`src/rtl/slot_sel_pkg.sv`:
```
package slot_sel_pkg;

  localparam int CFG_W = 4;

  // Field order matches bus bits 4:1, msb first.
  typedef struct packed {
    logic con_no;
    logic pull_up;
    logic clk_aux_en;
    logic aux_sel;
  } cfg_t;

  typedef enum logic [1:0] {
    SR_IDLE    = 2'd0,
    SR_WAIT    = 2'd1,
    SR_RELEASE = 2'd2
  } sr_state_e;

endpackage

```
`src/rtl/pres_sync.sv`:
```
module pres_sync #(
  parameter int STAGES = 2
) (
  input  logic clk,
  input  logic rst_n,
  input  logic din,
  output logic dout
);

  logic [STAGES-1:0] sync_q;
  logic [STAGES-1:0] sync_d;

  generate
    if (STAGES == 1) begin : g_one
      always_comb sync_d = din;
    end else begin : g_many
      always_comb sync_d = {sync_q[STAGES-2:0], din};
    end
  endgenerate

  always_ff @(posedge clk or negedge rst_n) begin
    if (!rst_n) sync_q <= '0;
    else        sync_q <= sync_d;
  end

  assign dout = sync_q[STAGES-1];

endmodule

```
`src/rtl/soft_rst_fsm.sv`:
```
module soft_rst_fsm
  import slot_sel_pkg::*;
(
  input  logic clk,
  input  logic rst_n,
  input  logic start,
  input  logic slot1_active,
  input  logic deact_done,
  output logic busy,
  output logic deact_req,
  output logic rst_pulse
);

  sr_state_e state_q, state_d;

  always_comb begin
    state_d = state_q;
    unique case (state_q)
      SR_IDLE:    if (start) state_d = slot1_active ? SR_WAIT : SR_RELEASE;
      SR_WAIT:    if (deact_done) state_d = SR_RELEASE;
      SR_RELEASE: state_d = SR_IDLE;
      default:    state_d = SR_IDLE;
    endcase
  end

  always_ff @(posedge clk or negedge rst_n) begin
    if (!rst_n) state_q <= SR_IDLE;
    else        state_q <= state_d;
  end

  assign busy      = (state_q != SR_IDLE);
  assign deact_req = (state_q == SR_WAIT);
  assign rst_pulse = (state_q == SR_RELEASE);


  pulse_single_chk: assert property (@(posedge clk) disable iff (!rst_n)
    rst_pulse |=> !rst_pulse);


  deact_hold_chk: assert property (@(posedge clk) disable iff (!rst_n)
    (deact_req && !deact_done) |=> deact_req);


  deact_release_chk: assert property (@(posedge clk) disable iff (!rst_n)
    $fell(deact_req) |-> rst_pulse);

endmodule

```
`src/rtl/slot_sel_ctrl.sv`:
```
module slot_sel_ctrl
  import slot_sel_pkg::*;
#(
  parameter int          ADDR_W     = 8,
  parameter int          DATA_W     = 32,
  parameter logic [7:0]  REG_ADDR   = 8'h00,
  parameter int          SYNC_STAGE = 2
) (
  input  logic              clk,
  input  logic              rst_n,
  input  logic [ADDR_W-1:0] bus_addr,
  input  logic              bus_we,
  input  logic [DATA_W-1:0] bus_wdata,
  output logic [DATA_W-1:0] bus_rdata,
  input  logic              slot1_active,
  input  logic              slot1_deact_done,
  output logic              slot1_deact_req,
  output logic              full_rst_pulse,
  output logic              slot_switch_rst,
  output logic              aux_slot_sel,
  input  logic              aux_clk_in,
  output logic              aux_clk_out,
  input  logic              pres_pin,
  output logic              pres_pull_up,
  output logic              card_present
);

  localparam logic [ADDR_W-1:0] MY_ADDR = ADDR_W'(REG_ADDR);

  cfg_t cfg_q, cfg_d;
  logic sw_q, sw_d;
  logic busy;
  logic wr_hit;
  logic sr_start;
  logic pres_s;

  assign wr_hit   = bus_we && (bus_addr == MY_ADDR);
  assign sr_start = wr_hit && !busy && !bus_wdata[0];

  soft_rst_fsm u_sr (
    .clk          (clk),
    .rst_n        (rst_n),
    .start        (sr_start),
    .slot1_active (slot1_active),
    .deact_done   (slot1_deact_done),
    .busy         (busy),
    .deact_req    (slot1_deact_req),
    .rst_pulse    (full_rst_pulse)
  );

  pres_sync #(.STAGES(SYNC_STAGE)) u_pres (
    .clk   (clk),
    .rst_n (rst_n),
    .din   (pres_pin),
    .dout  (pres_s)
  );

  // Next-state for configuration and slot-switch pulse
  always_comb begin
    cfg_d = cfg_q;
    if (full_rst_pulse)
      cfg_d = '0;
    else if (wr_hit && !busy && bus_wdata[0])
      cfg_d = cfg_t'(bus_wdata[CFG_W:1]);
    sw_d = (cfg_d.aux_sel != cfg_q.aux_sel);
  end

  always_ff @(posedge clk or negedge rst_n) begin
    if (!rst_n) begin
      cfg_q <= '0;
      sw_q  <= 1'b0;
    end else begin
      cfg_q <= cfg_d;
      sw_q  <= sw_d;
    end
  end

  always_comb begin
    bus_rdata = '0;
    if (bus_addr == MY_ADDR)
      bus_rdata[CFG_W:0] = {cfg_q, ~busy};
  end

  assign slot_switch_rst = sw_q;
  assign aux_slot_sel    = cfg_q.aux_sel;
  assign aux_clk_out     = aux_clk_in & cfg_q.clk_aux_en;
  assign pres_pull_up    = cfg_q.pull_up;
  assign card_present    = pres_s ^ cfg_q.con_no;


  wr_ignored_chk: assert property (@(posedge clk) disable iff (!rst_n)
    (slot1_deact_req && bus_we) |=> $stable(cfg_q));


  cfg_cleared_chk: assert property (@(posedge clk) disable iff (!rst_n)
    full_rst_pulse |=> (cfg_q == '0));


  switch_cause_chk: assert property (@(posedge clk) disable iff (!rst_n)
    slot_switch_rst |-> (cfg_q.aux_sel != $past(cfg_q.aux_sel)));

endmodule

```
`config.mk`:
```
export PLATFORM = sky130hd
export DESIGN_NAME = slot_sel_ctrl
export DESIGN_NICKNAME = d
export VERILOG_FILES = /design/src/rtl/slot_sel_pkg.sv /design/src/rtl/pres_sync.sv /design/src/rtl/soft_rst_fsm.sv /design/src/rtl/slot_sel_ctrl.sv
export SDC_FILE = /design/constraint.sdc
export NUM_CORES = 1
export LEC_CHECK = 0
export BUFFER_PORTS_ARGS = -buffer_cell sky130_fd_sc_hd__buf_2
export CORE_UTILIZATION = 35
export CTS_BUF_LIST = sky130_fd_sc_hd__clkbuf_16
export DETAILED_ROUTE_END_ITERATION = 10
export GPL_ROUTABILITY_DRIVEN = 0
export PLACE_DENSITY = 0.85
export SLEW_MARGIN = 40
export SYNTH_ARGS = -nofsm -noshare
export SYNTH_HDL_FRONTEND = slang
export SYNTH_HIERARCHICAL = 1
export SYNTH_SLANG_ARGS = --single-unit
```
`constraint.sdc`:
```
create_clock -name clk -period 2.3 [get_ports clk]
set_input_delay 0.46 -clock clk [delete_from_list [all_inputs] [get_ports clk]]
set_output_delay 0.46 -clock clk [all_outputs]
set_load 0.02 [all_outputs]
```
==> key figures, run 1 <==
Route
  • Number of antenna-violating nets in the routed design: 0
  • Avg Vias per Cell: about 4.4
  • Met3 wire length: 129 um
  • First-pass DRT Iterations: 2
  • Routed WL per cell: 10.4 um
  • Uppermost routed layer: met4
  • Met2 wire length: 673 um
  • Residual DRC: 0
  • Detailed Route Iter0 Violations: 1
  • Overall routed net length: 1.47 mm
  • Met1 Routed Length: between 600 and 700 um
  • Via total after detailed routing: 627

Critical path
  • Worst R2R Path Depth: 4
  • Crit end category: output port
  • Req. time, crit path: between 1.5 and 2 ns
  • Start-to-end type of the worst setup path: in2out
  • Max Fanout on Critical Path: 11
  • Worst R2R Start: u_sr/state_q[1]
  • Internal reg-to-reg setup slack: around 0.9 ns
  • Crit path DAT: roughly 1.4 ns
  • Worst R2R End: cfg_q[1]
  • Sort of element at the start of the critical path: primary input

Die
  • I/O pin cnt: 86
  • Die height: around 47 um
  • Die span in x: roughly 47 um
  • Core Region: 0.00194 mm^2
  • Row count: 16
  • Total die area: around 0.0022 mm^2
  • Starting utilization of the core area: between 30 and 40%

Clock network
  • Library cell used as clock root buffer: sky130_fd_sc_hd__clkbuf_16
  • Clock slew at reported path FFs: approximately 0.04 ns
  • TritonCTS clock tree: yes
  • Number of buffers added by the clock tree synthesis step: 3
  • Level count of the clock H-tree: 1
  • Worst-skew pair later-pin latency: ~0.23 ns
  • Number of hold buffers added after cts: 0
  • Num Clock Sinks: 9
  • Buffers inserted by post-CTS timing repair: 0
  • Maximum clock path buffer count: 2
  • Number of gates given a new drive strength after cts: 0

Finish
  • P&R area growth vs syn: 22.9%
  • Leading cell types in the layout, fill and taps excluded: sky130_fd_sc_hd__buf_2 (31), sky130_fd_sc_hd__conb_1 (27), sky130_fd_sc_hd__dfrtp_1 (9), sky130_fd_sc_hd__nand4_1 (6)
  • Post-layout util: between 40% and 50%
  • Commonest non-fill, non-tap cell in the layout: sky130_fd_sc_hd__buf_2
  • Antenna Diode Count: 0
  • Fillers: between 200 and 250
  • Fraction of final layout cells sized beyond drive strength 1: 34.2%
  • Final nets: approximately 160

Global routing
  • First-pass GRT wire length: 2.39 mm
  • Grt ovf: 0
  • Pin count of the biggest net entering global routing: 12
  • GRT Util Overall: 16.2%
  • Initial antenna violation count: 0
  • Number of global-route vias before repair: about 540

Timing
  • Maximum achievable frequency: around 0.54 GHz
  • Final total negative setup slack: 0 ns
  • Number of max-slew violations in the final report: 0
  • Unrepaired setup endpoints after global routing: false
  • Worst Slack Setup Final: ~0.45 ns
  • Final clock period utilization by the worst path: between 80% and 90%
  • Clock skew after layout: 0.00148 ns
  • Shortest period the worst path allows: ~1.8 ns
  • Worst hold slack: 0.0722 ns
  • Setup violations, final: 0
  • Final Hold Violating Endpoints: 0

Placement
  • DPL Wire Length: ~1.1 mm
  • Pre-CTS worst setup slack: 0.470 ns
  • IO Port Bufs: 31

Power and ir drop
  • Static leakage: 0.503 nW
  • Max IR drop VDD: between 0.3 and 0.4 mV
  • PnR Total Power: 550 uW
  • Power per unit of standard cell area: between 600 and 700 mW/mm^2

Synthesis
  • Warning count from the yosys run: 6
  • Syn Area/Cell: ~9 um^2
  • Post-synthesis sequential area ratio: approximately a third
  • Area of the mapped netlist: ~720 um^2
  • Post-Syn Instances: 81
  • Library cells used by synthesis: 26
  • Flip-flop and latch count after synthesis: 9

Hold path
  • Hold Crit Class: in2async

Job
  • Max-Cap Viols: 0

Outcome
  • Run status: completed
-- cell usage after synthesis --
cell                        number  area [um^2]
sky130_fd_sc_hd__inv_1           1         3.75
sky130_fd_sc_hd__nor4b_1         1         8.76
sky130_fd_sc_hd__clkbuf_1        1         3.75
sky130_fd_sc_hd__and2_1          1         6.26
sky130_fd_sc_hd__nor2_1          1         3.75
sky130_fd_sc_hd__nand3b_1        1         7.51
sky130_fd_sc_hd__dfrtp_1         9          225
sky130_fd_sc_hd__nand2_1         3         11.3
sky130_fd_sc_hd__nand3_1         1         5.00
sky130_fd_sc_hd__and2b_1         1         7.51
sky130_fd_sc_hd__o2bb2ai_1       2         17.5
sky130_fd_sc_hd__nor2b_1         2         12.5
sky130_fd_sc_hd__and3_1          4         25.0
sky130_fd_sc_hd__nor4_1          2         12.5
sky130_fd_sc_hd__a21oi_1         4         20.0
sky130_fd_sc_hd__or4_4           2         22.5
sky130_fd_sc_hd__nand4_1         6         37.5
sky130_fd_sc_hd__or2_4           1         8.76
sky130_fd_sc_hd__nand2b_1        1         6.26
sky130_fd_sc_hd__and3b_1         1         8.76
sky130_fd_sc_hd__buf_2           2         10.0
sky130_fd_sc_hd__xor2_1          1         8.76
sky130_fd_sc_hd__o31ai_1         4         30.0
sky130_fd_sc_hd__nor3b_1         1         7.51
sky130_fd_sc_hd__conb_1          1         3.75
sky130_fd_sc_hd__buf_4          27          203
-- area by class of cell --
| cell class | instances | area (um^2) | area share, % |
|---|---|---|---|
| Clock buffer | 3 | 75.1 | 8.52 |
| Sequential cell | 9 | 225 | 25.6 |
| Timing Repair Buffer | 33 | 170 | 19.3 |
| Inverter | 1 | 3.75 | 0.426 |
| Tap cell | 27 | 33.8 | 3.84 |
| Clock inverter | 1 | 3.75 | 0.426 |
| Multi-Input combinational cell | 67 | 369 | 41.9 |
-- routing by layer --
| layer | vias to the layer above | global-route usage (%) |
|---|---|---|
| met5 | - | 0 |
| met1 | 284 | 18.3 |
| met4 | 0 | 13.7 |
| li1 | 297 | - |
| met3 | 4 | 3.46 |
| met2 | 42 | 25.8 |
-- cell families (layout without fill, tap and decap cells) --
family                    after synthesis  count (layout)  synth area share (%)
other                                   1              27                 0.523
and+or+nand+nor                        29              29                  26.7
buffers and inverters                  31              38                  30.7
AOI/OAI and AO/OA                      10              10                  9.42
xor gates and xnor gates                1               1                  1.22
DFF                                     9               9                  31.4
-- critical path, stage by stage --
cell and delay [ns]:
sky130_fd_sc_hd__buf_2 0.10, sky130_fd_sc_hd__nor4_1 0.27, sky130_fd_sc_hd__buf_4 0.22, sky130_fd_sc_hd__and3_1 0.17, sky130_fd_sc_hd__buf_2 0.16
-- power breakdown --
part	leakage, nW	switching [mW]	internal (mW)
registers	0.121	0.00240	0.163
clock network	0.0423	0.0751	0.227
logic	0.340	0.0622	0.0200
total	0.503	0.140	0.410
-- through the flow --
step                      instance area [um^2]  instances
after detailed placement                   802        137
after floorplan                            815        107
final                                      881        141
after CTS                                  881        141
after global placement                     802        137
after global routing                       881        141
-- state kept, by name (all words and copies together), names as in the netlist --
| name | flops |
|---|---|
| cfg_q | 2 |
| pres_pull_up | 1 |
| u_pres/sync_q | 2 |
| slot_switch_rst | 1 |
| aux_slot_sel | 1 |
| u_sr/state_q | 2 |
-- worst max path at each step --
stage	startpoint	slack [ns]	depth (start not counted)	to
6_report	bus_addr[5]	0.45	5	bus_rdata[2]
5_1_grt	bus_addr[5]	0.33	6	bus_rdata[0]
4_1_cts	bus_addr[5]	0.46	5	bus_rdata[2]
3_5_place_dp	bus_addr[5]	0.47	7	u_sr/state_q[1]
3_3_place_gp	bus_addr[1]	0.47	6	bus_rdata[0]
2_1_floorplan	bus_addr[5]	0.59	3	bus_rdata[1]
Note: power is estimated with default switching activity, not from simulation.
==> run 2: changes to the inputs <==
- ABC_AREA: unset -> 1
- CORE_UTILIZATION: 35 -> 32
- PLACE_DENSITY: 0.85 -> 0.8
- clock period: 2.3 -> 1.8 ns (I/O delays scaled with it)
==> key figures, run 2 <==
Outcome
  • Run status: completed

Critical path
  • WP buf/inv: 3
  • Number of cells on the critical path: 7
  • Crit end category: output port
  • Max Fanout on Critical Path: 5
  • Start-to-end type of the worst setup path: in2out
  • Category of cells accounting for the largest share of critical-path delay: simple AND/OR/NAND/NOR gates
  • Req. time, crit path: 1.44 ns
  • Crit path DAT: 1.24 ns
  • Sequence of cells on the critical path: buf_2, nor2_1, nand2_1, nor2_4, inv_1, nor2_1, buf_2
  • Internal reg-to-reg setup slack: 0.51 ns
  • Highest-delay cell along the critical path: sky130_fd_sc_hd__buf_2
  • Worst R2R Start: u_sr/state_q[0]
  • Largest stage delay on the critical path: ~0.18 ns
  • Sort of element at the start of the critical path: primary input
  • Worst R2R End: u_sr/state_q[1]
  • Worst R2R Path Depth: 9

Clock network
  • Worst-skew pair later-pin latency: approximately 0.23 ns
  • Num Clock Sinks: 9
  • Library cell used as clock root buffer: sky130_fd_sc_hd__clkbuf_16
  • Maximum clock path buffer count: 2
  • Level count of the clock H-tree: 1
  • TritonCTS clock tree: yes
  • Clock slew at reported path FFs: about 0.040 ns
  • Number of buffers added by the clock tree synthesis step: 3
  • Number of gates given a new drive strength after cts: 0

Timing
  • Clock skew after layout: roughly 0.00036 ns
  • Maximum achievable frequency: about 0.62 GHz
  • Number of max-slew violations in the final report: 0
  • Unrepaired setup endpoints after global routing: false
  • Final Hold Violating Endpoints: 0
  • Final clock period utilization by the worst path: roughly 89%
  • Shortest period the worst path allows: approximately 1.6 ns
  • Final total negative setup slack: 0 ns
  • Setup violations, final: 0

Placement
  • Cell area after placement: about 780 um^2
  • IO Port Bufs: 31
  • DPL Wire Length: ~1.0 mm

Global routing
  • Number of global-route vias before repair: a little over 500
  • GRT Util Overall: 12.0%
  • Pin count of the biggest net entering global routing: 10
  • Initial antenna violation count: 0
  • First-pass GRT wire length: approximately 2.1 mm
  • Grt ovf: 0

Synthesis
  • Post-synthesis sequential area ratio: between 30% and 40%
  • Area of the mapped netlist: approximately 690 um^2
  • Main flop type after synthesis: sky130_fd_sc_hd__dfrtp_1
  • Warning count from the yosys run: 6
  • Most area-consuming cells after synthesis: sky130_fd_sc_hd__dfrtp_1 (32%), sky130_fd_sc_hd__buf_4 (29%), sky130_fd_sc_hd__nor2_1 (8.1%)
  • Yosys top cell area share: roughly a third
  • Largest area contributor in the synthesized netlist: sky130_fd_sc_hd__dfrtp_1
  • Post-Syn Instances: 93
  • Fraction of registers with async set/reset: 100%
  • Syn Area/Cell: ~7.5 um^2
  • Most numerous cell types in the synthesized netlist: sky130_fd_sc_hd__buf_4 (27), sky130_fd_sc_hd__nor2_1 (15), sky130_fd_sc_hd__inv_1 (14)
  • Flip-flop and latch count after synthesis: 9
  • Number of flops mapped to enable cells by yosys: 0
  • Library cells used by synthesis: 15
  • Most used standard cell by instance count after synthesis: sky130_fd_sc_hd__buf_4

Power and ir drop
  • Power per unit of standard cell area: 811 mW/mm^2
  • Max IR drop VDD: 0.419 mV
  • Static leakage: about 0.54 nW

Job
  • Max-Cap Viols: 0

Finish
  • Commonest non-fill, non-tap cell in the layout: sky130_fd_sc_hd__buf_2
  • Finished Cell Area: about 870 um^2
  • Fillers: 222
  • Fraction of final layout cells sized beyond drive strength 1: around 30%
  • P&R area growth vs syn: 24.9%
  • Largest regs: cfg_q: 2 flops, u_pres/sync_q: 2 flops, u_sr/state_q: 2 flops
  • Final nets: roughly 180
  • Area of the multi-input gates: approximately 300 um^2
  • Antenna Diode Count: 0
  • Leading cell types in the layout, fill and taps excluded: sky130_fd_sc_hd__buf_2 (31), sky130_fd_sc_hd__conb_1 (27), sky130_fd_sc_hd__inv_1 (15), sky130_fd_sc_hd__nor2_1 (15), sky130_fd_sc_hd__nand2_1 (12)
  • Area of all sequential standard cells: 225 um^2

Hold path
  • Worst Hold End: u_pres/sync_q[0]
  • Hold path cells: 1
  • Startpoint of the most critical hold path: pres_pin
  • Hold Crit Class: in2reg

Route
  • First-pass DRT Iterations: 4
  • Routed WL per cell: 8.18 um
  • Number of antenna-violating nets in the routed design: 0
  • Detailed Route Iter0 Violations: 7
  • Via total after detailed routing: between 500 and 600
  • Overall routed net length: 1.27 mm
  • Residual DRC: 0
  • Avg Vias per Cell: ~3.7

Die
  • Core Region: ~0.002 mm^2
  • Row count: 16
  • I/O pin cnt: 86
  • Die span in x: 48.5 um
  • Die height: about 49 um
  • Starting utilization of the core area: 34.6%
  • Total die area: between 0.002 and 0.0025 mm^2
[run 2: repair_timing]
item                      CTS  global route
hold buffers                1             0
buffers inserted            0             0
hold endpoints to repair    9             0
[run 2: kinds of logic (layout without fill, tap and decap cells)]
logic type,Yosys count,count (layout),synth area share [%]
other,1,27,0.541
DFF,9,9,32.5
buffers and inverters,42,51,37.4
xor gates and xnor gates,1,1,1.26
AOI/OAI and AO/OA,4,4,3.79
and+or+nand+nor,36,36,24.5
[run 2: per-layer routing]
metal	vias up	wire [um]	GRT usage, %
met5	-	0	0
met4	0	36	7.35
met3	5	114	4.40
met2	34	679	22.3
met1	242	438	11.1
li1	293	-	-
[run 2: worst max path at each step]
stage                      from           end  slack [ns]
finish              bus_addr[3]  bus_rdata[1]        0.20
global route        bus_addr[3]  bus_rdata[1]        0.12
CTS                 bus_addr[1]  bus_rdata[1]        0.19
detailed placement  bus_addr[1]  bus_rdata[1]        0.21
global placement    bus_addr[3]  bus_rdata[1]        0.25
floorplan           bus_addr[3]  bus_rdata[0]        0.39
[run 2: per-stage QoR]
stage	worst slack (ns)	hold slack, ns	power [mW]	std cells	utilization, %
after floorplan	0.390	0.0644	0.332	119	-
after global placement	0.248	0.214	0.318	150	38.8
after detailed placement	0.211	0.219	0.320	150	38.8
after CTS	0.193	0.233	0.708	155	43.3
after global routing	0.125	0.235	0.729	155	43.3
final	0.198	0.232	0.702	155	43.3
[run 2: where the power goes]
| part | switching (mW) | internal (mW) |
|---|---|---|
| clock network | 0.0928 | 0.290 |
| logic | 0.0799 | 0.0254 |
| registers | 0.00387 | 0.210 |
| total | 0.177 | 0.526 |
[run 2: final cells by class]
type	count	share of cell area, %
Clock buffer	3	8.67
Clock inverter	1	0.434
Inverter	15	6.50
Multi-Input combinational cell	68	35.4
Sequential cell	9	26.0
Tap cell	27	3.90
Timing Repair Buffer	32	19.1
